**src/rtl/utx_pkg.sv**
```systemverilog
package utx_pkg;
   localparam int unsigned UTX_CELL_BYTES = 53;

   function automatic int utx_clamp(input int req, input int lo, input int hi);
      if (req < lo) return lo;
      if (req > hi) return hi;
      return req;
   endfunction
endpackage

```
**src/rtl/utx_cell_fifo.sv**
```systemverilog
module utx_cell_fifo
   import utx_pkg::*;
#(
   parameter int unsigned MAX_CELLS  = 4,
   parameter int unsigned CELL_BYTES = UTX_CELL_BYTES,
   parameter int unsigned DATA_W     = 8,
   localparam int unsigned CNT_W     = $clog2(MAX_CELLS + 1),
   localparam int unsigned IDX_W     = $clog2(CELL_BYTES)
) (
   input  logic              clk,
   input  logic              rst_n,
   input  logic [CNT_W-1:0]  cfg_depth,
   input  logic              wr_en,
   input  logic [IDX_W-1:0]  wr_idx,
   input  logic [DATA_W-1:0] wr_data,
   input  logic              commit,
   input  logic              pop,
   output logic              pop_avail,
   output logic [DATA_W-1:0] pop_data,
   output logic              pop_soc,
   output logic [CNT_W-1:0]  free_slots
);
   localparam int unsigned SLOT_W = (MAX_CELLS > 1) ? $clog2(MAX_CELLS) : 1;
   localparam int unsigned MEM_N  = MAX_CELLS * CELL_BYTES;
   localparam int unsigned MEM_AW = $clog2(MEM_N);
   localparam logic [IDX_W-1:0] LAST_IDX = IDX_W'(CELL_BYTES - 1);

   if (MAX_CELLS < 2) begin : g_bad_cells
      $error("utx_cell_fifo: MAX_CELLS must be at least 2");
   end
   if (CELL_BYTES < 2) begin : g_bad_len
      $error("utx_cell_fifo: CELL_BYTES must be at least 2");
   end

   logic [DATA_W-1:0] mem [MEM_N];
   logic [CNT_W-1:0]  depth_q;
   logic [CNT_W-1:0]  held;
   logic [SLOT_W-1:0] wr_slot, rd_slot;
   logic [IDX_W-1:0]  rd_idx;
   logic [MEM_AW-1:0] waddr, raddr;
   logic              do_pop;

   function automatic logic [SLOT_W-1:0] slot_next(input logic [SLOT_W-1:0] s,
                                                   input logic [CNT_W-1:0] d);
      if ({{CNT_W{1'b0}}, s} + (CNT_W + SLOT_W)'(1) >= {{SLOT_W{1'b0}}, d})
         return '0;
      return s + SLOT_W'(1);
   endfunction

   assign waddr      = MEM_AW'(int'(wr_slot) * CELL_BYTES + int'(wr_idx));
   assign raddr      = MEM_AW'(int'(rd_slot) * CELL_BYTES + int'(rd_idx));
   assign pop_avail  = (held != '0);
   assign do_pop     = pop && pop_avail;
   assign pop_data   = mem[raddr];
   assign pop_soc    = pop_avail && (rd_idx == '0);
   assign free_slots = depth_q - held;

   // depth is latched only while reset is held
   always_ff @(posedge clk) begin
      if (!rst_n) depth_q <= CNT_W'(utx_clamp(int'(cfg_depth), 2, int'(MAX_CELLS)));
   end

   always_ff @(posedge clk) begin
      if (wr_en) mem[waddr] <= wr_data;
   end

   always_ff @(posedge clk) begin
      if (!rst_n) begin
         held    <= '0;
         wr_slot <= '0;
         rd_slot <= '0;
         rd_idx  <= '0;
      end else begin
         if (commit) wr_slot <= slot_next(wr_slot, depth_q);
         if (do_pop) begin
            if (rd_idx == LAST_IDX) begin
               rd_idx  <= '0;
               rd_slot <= slot_next(rd_slot, depth_q);
            end else begin
               rd_idx <= rd_idx + IDX_W'(1);
            end
         end
         case ({commit, do_pop && (rd_idx == LAST_IDX)})
            2'b10:   held <= held + CNT_W'(1);
            2'b01:   held <= held - CNT_W'(1);
            default: held <= held;
         endcase
      end
   end

   a_r9_held_within_depth: assert property (@(posedge clk) disable iff (!rst_n)
      held <= depth_q);
   a_r7_commit_has_room: assert property (@(posedge clk) disable iff (!rst_n)
      commit |-> (held < depth_q));
   a_r11_next_cell_starts: assert property (@(posedge clk) disable iff (!rst_n)
      (do_pop && rd_idx == LAST_IDX) |=> (pop_soc == pop_avail));
   a_r9_depth_steady: assert property (@(posedge clk) disable iff (!rst_n)
      $stable(depth_q));
endmodule

```
**src/rtl/utx_cell_asm.sv**
```systemverilog
module utx_cell_asm
   import utx_pkg::*;
#(
   parameter int unsigned MAX_CELLS  = 4,
   parameter int unsigned CELL_BYTES = UTX_CELL_BYTES,
   parameter int unsigned DATA_W     = 8,
   parameter int unsigned ADDR_W     = 5,
   localparam int unsigned CNT_W     = $clog2(MAX_CELLS + 1),
   localparam int unsigned IDX_W     = $clog2(CELL_BYTES)
) (
   input  logic              clk,
   input  logic              rst_n,
   input  logic [ADDR_W-1:0] cfg_port_addr,
   input  logic [ADDR_W-1:0] tx_addr,
   input  logic              tx_enb_n,
   input  logic              tx_soc,
   input  logic [DATA_W-1:0] tx_data,
   input  logic [CNT_W-1:0]  free_slots,
   output logic              wr_en,
   output logic [IDX_W-1:0]  wr_idx,
   output logic [DATA_W-1:0] wr_data,
   output logic              commit,
   output logic              in_prog,
   output logic              ovf_flag
);
   localparam logic [IDX_W-1:0] LAST_IDX = IDX_W'(CELL_BYTES - 1);

   logic             sel_q;
   logic [IDX_W-1:0] idx_q;
   logic             take, room;

   assign take    = sel_q && !tx_enb_n;
   assign room    = (free_slots != '0);
   assign wr_en   = take && (tx_soc ? room : in_prog);
   assign wr_idx  = tx_soc ? '0 : idx_q;
   assign wr_data = tx_data;
   assign commit  = take && !tx_soc && in_prog && (idx_q == LAST_IDX);

   always_ff @(posedge clk) begin
      if (!rst_n) begin
         sel_q    <= 1'b0;
         in_prog  <= 1'b0;
         idx_q    <= '0;
         ovf_flag <= 1'b0;
      end else begin
         if (tx_enb_n) sel_q <= (tx_addr == cfg_port_addr);
         if (take) begin
            if (tx_soc) begin
               // a start flag always restarts alignment; any partial cell is abandoned
               in_prog <= room;
               idx_q   <= IDX_W'(1);
               if (!room) ovf_flag <= 1'b1;
            end else if (in_prog) begin
               idx_q <= idx_q + IDX_W'(1);
               if (idx_q == LAST_IDX) in_prog <= 1'b0;
            end
         end
      end
   end

   a_r5_no_write_when_idle: assert property (@(posedge clk) disable iff (!rst_n)
      tx_enb_n |-> !wr_en);
   a_r6_orphan_bytes_dropped: assert property (@(posedge clk) disable iff (!rst_n)
      (wr_en && !tx_soc) |-> in_prog);
   a_r10_ovf_sticky: assert property (@(posedge clk) disable iff (!rst_n)
      ovf_flag |=> ovf_flag);
   a_r8_soc_restarts: assert property (@(posedge clk) disable iff (!rst_n)
      (take && tx_soc && room) |=> (in_prog && !commit));
endmodule

```
**src/rtl/utx_poll_resp.sv**
```systemverilog
module utx_poll_resp #(
   parameter int unsigned MAX_CELLS = 4,
   parameter int unsigned ADDR_W    = 5,
   localparam int unsigned CNT_W    = $clog2(MAX_CELLS + 1)
) (
   input  logic              clk,
   input  logic              rst_n,
   input  logic [ADDR_W-1:0] cfg_port_addr,
   input  logic [ADDR_W-1:0] tx_addr,
   input  logic [CNT_W-1:0]  free_slots,
   input  logic              in_prog,
   output logic              tx_clav,
   output logic              tx_clav_oe,
   output logic              tx_clav2
);
   logic [CNT_W-1:0] avail;
   logic             hit;

   assign avail = free_slots - CNT_W'(in_prog);
   assign hit   = (tx_addr == cfg_port_addr);

   always_ff @(posedge clk) begin
      if (!rst_n) begin
         tx_clav    <= 1'b0;
         tx_clav_oe <= 1'b0;
         tx_clav2   <= 1'b0;
      end else begin
         tx_clav_oe <= hit;
         tx_clav    <= hit && (avail >= CNT_W'(1));
         tx_clav2   <= (avail >= CNT_W'(2));
      end
   end

   a_r2_clav_quiet_unaddressed: assert property (@(posedge clk) disable iff (!rst_n)
      !tx_clav_oe |-> !tx_clav);
   a_r4_two_implies_one: assert property (@(posedge clk) disable iff (!rst_n)
      (tx_clav_oe && tx_clav2) |-> tx_clav);
   a_r3_reserved_slot: assert property (@(posedge clk) disable iff (!rst_n)
      in_prog |-> (free_slots != '0));
endmodule

```
**src/rtl/utx_phy_port.sv**
```systemverilog
module utx_phy_port
   import utx_pkg::*;
#(
   parameter int unsigned MAX_CELLS  = 4,
   parameter int unsigned CELL_BYTES = UTX_CELL_BYTES,
   parameter int unsigned DATA_W     = 8,
   parameter int unsigned ADDR_W     = 5,
   localparam int unsigned CNT_W     = $clog2(MAX_CELLS + 1)
) (
   input  logic              clk,
   input  logic              rst_n,
   input  logic [ADDR_W-1:0] cfg_port_addr,
   input  logic [CNT_W-1:0]  cfg_depth,
   input  logic [ADDR_W-1:0] tx_addr,
   input  logic              tx_enb_n,
   input  logic              tx_soc,
   input  logic [DATA_W-1:0] tx_data,
   output logic              tx_clav,
   output logic              tx_clav_oe,
   output logic              tx_clav2,
   output logic              ovf_flag,
   input  logic              pop,
   output logic              pop_avail,
   output logic [DATA_W-1:0] pop_data,
   output logic              pop_soc
);
   localparam int unsigned IDX_W = $clog2(CELL_BYTES);

   if (ADDR_W < 1) begin : g_bad_addr
      $error("utx_phy_port: ADDR_W must be positive");
   end

   logic              wr_en, commit, in_prog;
   logic [IDX_W-1:0]  wr_idx;
   logic [DATA_W-1:0] wr_data;
   logic [CNT_W-1:0]  free_slots;

   utx_cell_asm #(
      .MAX_CELLS(MAX_CELLS), .CELL_BYTES(CELL_BYTES),
      .DATA_W(DATA_W), .ADDR_W(ADDR_W)
   ) asm_i (
      .clk(clk), .rst_n(rst_n), .cfg_port_addr(cfg_port_addr),
      .tx_addr(tx_addr), .tx_enb_n(tx_enb_n), .tx_soc(tx_soc), .tx_data(tx_data),
      .free_slots(free_slots), .wr_en(wr_en), .wr_idx(wr_idx), .wr_data(wr_data),
      .commit(commit), .in_prog(in_prog), .ovf_flag(ovf_flag)
   );

   utx_cell_fifo #(
      .MAX_CELLS(MAX_CELLS), .CELL_BYTES(CELL_BYTES), .DATA_W(DATA_W)
   ) fifo_i (
      .clk(clk), .rst_n(rst_n), .cfg_depth(cfg_depth),
      .wr_en(wr_en), .wr_idx(wr_idx), .wr_data(wr_data), .commit(commit),
      .pop(pop), .pop_avail(pop_avail), .pop_data(pop_data), .pop_soc(pop_soc),
      .free_slots(free_slots)
   );

   utx_poll_resp #(
      .MAX_CELLS(MAX_CELLS), .ADDR_W(ADDR_W)
   ) poll_i (
      .clk(clk), .rst_n(rst_n), .cfg_port_addr(cfg_port_addr), .tx_addr(tx_addr),
      .free_slots(free_slots), .in_prog(in_prog),
      .tx_clav(tx_clav), .tx_clav_oe(tx_clav_oe), .tx_clav2(tx_clav2)
   );

   a_r1_reset_clean: assert property (@(posedge clk)
      !rst_n |=> (!pop_avail && !ovf_flag && !tx_clav && !tx_clav_oe && !tx_clav2));
endmodule

```
**config.mk**
```make
export PLATFORM = sky130hd
export DESIGN_NAME = utx_phy_port
export DESIGN_NICKNAME = d
export VERILOG_FILES = /design/src/rtl/utx_pkg.sv /design/src/rtl/utx_cell_fifo.sv /design/src/rtl/utx_cell_asm.sv /design/src/rtl/utx_poll_resp.sv /design/src/rtl/utx_phy_port.sv
export SDC_FILE = /design/constraint.sdc
export NUM_CORES = 2
export LEC_CHECK = 0
export BUFFER_PORTS_ARGS = -buffer_cell sky130_fd_sc_hd__buf_4
export CAP_MARGIN = 20
export CORE_ASPECT_RATIO = 1.75
export CORE_MARGIN = 8
export CORE_UTILIZATION = 25
export CTS_BUF_LIST = sky130_fd_sc_hd__clkbuf_8
export CTS_CLUSTER_SIZE = 30
export DETAILED_ROUTE_END_ITERATION = 16
export PLACE_DENSITY = 0.49
export SLEW_MARGIN = 25
export SYNTH_ARGS = -nofsm -noshare
export SYNTH_HDL_FRONTEND = slang
export SYNTH_SLANG_ARGS = --single-unit
export TNS_END_PERCENT = 100
```
**constraint.sdc**
```tcl
create_clock -name clk -period 7.47 [get_ports clk]
set_clock_uncertainty 0.05 [all_clocks]
set_input_delay 0 -clock clk [delete_from_list [all_inputs] [get_ports clk]]
set_output_delay 0 -clock clk [all_outputs]
set_load 0.05 [all_outputs]
```
After elaboration in Yosys (flattened, before gate mapping) --
Memories as Yosys holds them, arrays and structs flattened. Cells that the tools add are included.
Word-level totals: output and inout port bits 14, RAM bits 1696, bits of input ports 26, bits in registers 28, logic and storage cells 89, memories kept 1
Cells by class: order comparisons 6, multiply operators 2, add/subtract/negate cells 12, bitwise operators 1, equality and inequality tests 5, multiplexer cells 31, reduce and logical (&&, ||, !) cells 19
Memory list:
- fifo_i.mem | words 212, bits a word 8, rd ports 1, clocked after Yosys merged registers in 0, write ports 1, RTL line utx_cell_fifo.sv:35 | logic [DATA_W-1:0] mem [MEM_N];
Operator list (number):
- two-way mux 6 bit | 4
- two-way mux 1 bit | 18
- adder 8 x 6 -> 8 bit | 2
- multiplier 2 x 6 -> 8 bit (second input constant) | 2
- adder 6 x 1 -> 6 bit (second input constant) | 2
- equality test 6 bit (second input constant) | 2
- greater-or-equal comparator 5 x 3 -> 1 bit | 2
- two-way mux 2 bit | 5
- logical AND 1 bit | 9
- two-way mux 3 bit | 3
- adder 2 x 1 -> 3 bit (second input constant) | 2
- zero test 6 bit | 1
- one-hot mux 3 bit (2 select lines) | 1
- nonzero test 3 bit | 2
- equality test 5 bit | 1
- adder 2 x 1 -> 2 bit (second input constant) | 2
- AND reduction 2 bit | 2
- nonzero test 2 bit | 2
- adder 3 x 1 -> 3 bit (second input constant) | 1
- greater-or-equal comparator 3 x 1 -> 1 bit (second input constant) | 1
- greater-or-equal comparator 3 x 2 -> 1 bit (second input constant) | 1
- greater-than comparator 3 bit (second input constant) | 1
- less-than comparator 3 x 2 -> 1 bit (second input constant) | 1
- AND reduction 3 bit | 1
- other kinds (7) | 8

Logic depth before layout (Yosys ltp) --
word-level depth 8, gate-level depth with buffers 15, mapped depth without buffers 13

Cells and area by module --
A second synthesis with hierarchy kept.
Second synthesis, totals: cell total of the unflattened synthesis 3176, area total of the unflattened synthesis 68369.3 um^2
By module, submodules not included:
- utx_cell_fifo | cells each 3072, instances 1, sequential area each 51279.2 um^2, area each 67516.0 um^2
- utx_cell_asm | cells each 86, instances 1, sequential area each 180.2 um^2, area each 671.9 um^2
- utx_poll_resp | cells each 18, instances 1, sequential area each 60.1 um^2, area each 181.4 um^2

Least setup slack after synthesis --
OpenSTA, ideal clock, no wires.
path kind flip-flop to output port, start register fifo_i.rd_slot[0], end output port pop_data[7], data arrival time 3.485 ns, slack 3.935 ns, path buffers 2, cell stages (with the launch flop) 12, required time 7.420 ns, cells stage by stage dfxtp_1 -> ha_1 -> ha_1 -> inv_1 -> fa_1 -> clkbuf_1 -> clkbuf_1 -> mux4_2 -> mux4_2 -> a2111oi_0 -> o21ai_1 -> and4_1
On the way: word-level cells in the longest chain between the ends 3
RTL lines:
- start, declared | RTL line utx_cell_fifo.sv:38 | logic [SLOT_W-1:0] wr_slot, rd_slot;
- start signal, assigned | RTL line utx_cell_fifo.sv:78 | rd_slot <= slot_next(rd_slot, depth_q);
- multiplier 2 x 6 -> 8 bit | RTL line utx_cell_fifo.sv:51 | assign raddr = MEM_AW'(int'(rd_slot) * CELL_BYTES + int'(rd_idx));
- adder 8 x 6 -> 8 bit | RTL line utx_cell_fifo.sv:51
- memory (212 x 8 bit)
- end, declared | RTL line utx_phy_port.sv:24 | output logic [DATA_W-1:0] pop_data,
No other way between the ends.

Final worst setup path --
start register fifo_i.rd_slot[0], end output port pop_data[0]
The elaborated chain is that of the path after synthesis.

==> reports/qor.yml <==
status: "finished, final reports clean"
first_global_vias: 35700
synth_top_family_by_area: "multiplexers"
power_leakage_nw: 23.5
final_cell_area_mm2: 0.0777
ant_nets: 0
die-area_mm2: 0.290
ctsHtreeMaxLevel: 4
synth_xor_xnor_area_share_pct: 0.386
synth_ff_type: "edfxtp_1"
rsz0062_at_grt: "false"
drive_gt1_share_pct: 24.1
setup_ws_ns: 0.906
cts_buffer_depth: 4
end_kind: "output port"
syn_nets: 3382
ir_drop_mv: 0.155
layout.nets: 3592
drt_iter0_drc: 2531
cp_max_fo: 86
n_fill_cell: 26500
ys_ff_latch: 1724
cts_tree: "yes"
syn_to_final_growth_pct: 14.0
dp_slack_ns: 2.01
rows: 253
hold_class: "input port to register"
total_power_mw: 17.9
drv_slew: 0
grt_pass1_wl_um: 271000
max_freq_ghz: 0.152
start_kind: "register"
synth_edf_count: 1699
fin_crit_ns: 6.56
cts.sinks: 1724
cts-buffers-inserted: 246
slowest_delay_ns: 1.29
place_area_mm2: 0.0727
yosys.area.top_type: "edfxtp_1"
port_buffers: 39
finalHoldViolCount: 0
synthAdderAreaFrac_pct: 0.874
die_w_um: 411
async_flop_share_pct: 0
grt_use_total_pct: 12.8
ys_top_cells_by_area: "edfxtp_1, mux4_2, nor2_1"
drtPass1Iterations: 5
fin_tns_setup_ns: 0
place_congestion: 0.771
yosysWarnings: 0
dp.cells: 6802
vias_per_cell: 4.55
synth_compound_area_share_pct: 1.52
drt-total-wl_um: 190000
start_util_pct: 25.1
whs_path_depth: 4
period_share_pct: 87.9
vias: 33200
cp_slowest_cell: "fa_4"
drc: 0
crit_required_ns: 7.42
reg2reg_depth: 13
avgRoutedWirePerCell_um: 26.0
yosysSeqAreaShare_pct: 75.6
mostFrequentLayoutCell: "edfxtp_1"
clk_pin_slew_ns: 0.06
fin_util_pct: 28.6
relSlewSlack_pct: 9.18
antenna_found_initial: 5
yosysTopAreaCellShare_pct: 74.9
cap_violations: 0
crit_chain: "ha_4, ha_4, inv_1, fa_4, buf_12, nor2_2, a32oi_1, o2111ai_1, o2111ai_1, and4_1, buf_4"
die_y_um: 707
p_per_area_mw_per_mm2: 231
synthMuxAreaShare_pct: 16.0
yosys.cell_types.count: 55
synth-simple-area-share_pct: 3.99
worstSkewPairLatency_ns: 0.96
tightest_slew_ns: 1.36
fin_cells: 7283
grt_overflow: 0
critPathArrivalTime_ns: 6.51
critPathKind: "register to output port"
postSynthCellCount: 3312
grt_start_max_net_pins: 172
post_cts_resized: 0
netlist_area_mm2: 0.0681
cts_root_buf: "clkbuf_8"
syn_avg_cell_area_um2: 20.6
io_pins: 40
final_cell_mix: "edfxtp_1, mux4_2, nor2_1"
hold_ws_ns: 0.0731
hpwl_um: 117000
finalSetupViolations: 0
coreArea_mm2: 0.271
## per-layer routing
layer,wire [um],vias up,track usage (%)
met3,7770,336,1.79
li1,-,14000,-
met1,69500,17900,14.2
met2,104000,920,24.3
met5,37,-,0
met4,8560,6,5.29
## sequential cells by signal (all words and copies together), names as in the netlist
| register | count |
|---|---|
| fifo_i.mem | 1696 |
| poll_i.tx_clav | 1 |
| asm_i.in_prog | 1 |
| poll_i.tx_clav_oe | 1 |
| poll_i.tx_clav2 | 1 |
| asm_i.idx_q | 6 |
| fifo_i.rd_slot | 2 |
| fifo_i.wr_slot | 2 |
| fifo_i.rd_idx | 6 |
| asm_i.sel_q | 1 |
| fifo_i.depth_q | 3 |
| asm_i.ovf_flag | 1 |
| fifo_i.held | 3 |
## synth_stat cells (all sizes together), types with 12 or more instances
library cell,instances
edfxtp,1699
ha,38
nor3,14
nor2,278
mux2i,48
inv,25
o21ai,19
nand2,231
a32oi,12
nand4,24
dfxtp,25
buf,112
o22ai,14
and3,14
a21oi,37
o2111ai,17
nand3,39
xnor2,17
mux4,462
clkbuf,73
## timing repair
item | CTS | global route
setup buffers | 0 | 0
hold buffers | 40 | 1
endpoints found under the hold margin | 1133 | 25
## area by class of cell
class                      instances  area (um2)  area share (%)
sequential                      1724       51500            66.3
timing repair buffer             147        1500            1.94
clock buffer                     249        3430            4.41
tap                             3570        4470            5.75
antenna                            1        2.50         0.00322
clock inverter                   189        1040            1.35
multi-input combinational       1378       15600            20.1
inverter                          25        93.8           0.121
## kinds of logic after synthesis
kind of cell	count (synthesis)
AOI/OAI and AO/OA	151
adders and majority gates	44
buffers and inverters	210
DFF	1724
muxes	511
xor gates and xnor gates	27
and+or+nand+nor	645
## final timing paths
| check | startpoint | endpoint | slack (ns) |
|---|---|---|---|
| worst max register to register | asm_i.idx_q[1] | fifo_i.mem[60][2] | 2.75 |
| worst max-delay path | fifo_i.rd_slot[0] | pop_data[0] | 0.91 |
| worst min-delay path | tx_addr[1] | poll_i.tx_clav_oe | 0.07 |
| worst min register to register | asm_i.ovf_flag | asm_i.ovf_flag | 0.43 |
## critical path: cells and delay by family, from the launching register on
family / cells / cell delay [ns]
adder cells (fa/ha/maj): 3 / 1.62
AO/OA/AOI/OAI: 3 / 1.62
buffers and inverters: 3 / 0.75
AND/OR/NAND/NOR: 2 / 0.75
flip-flops: 1 / 0.54
## report_power, final
group          leakage, nW  internal [mW]  total (mW)  switching, mW
clock                 2.56           3.43        7.07           3.64
sequential            15.5           10.6        10.6        0.00217
combinational         5.49         0.0412       0.227          0.185
total                 23.5           14.1        17.9           3.82
No activity file was read; power rests on OpenSTA's default activity.
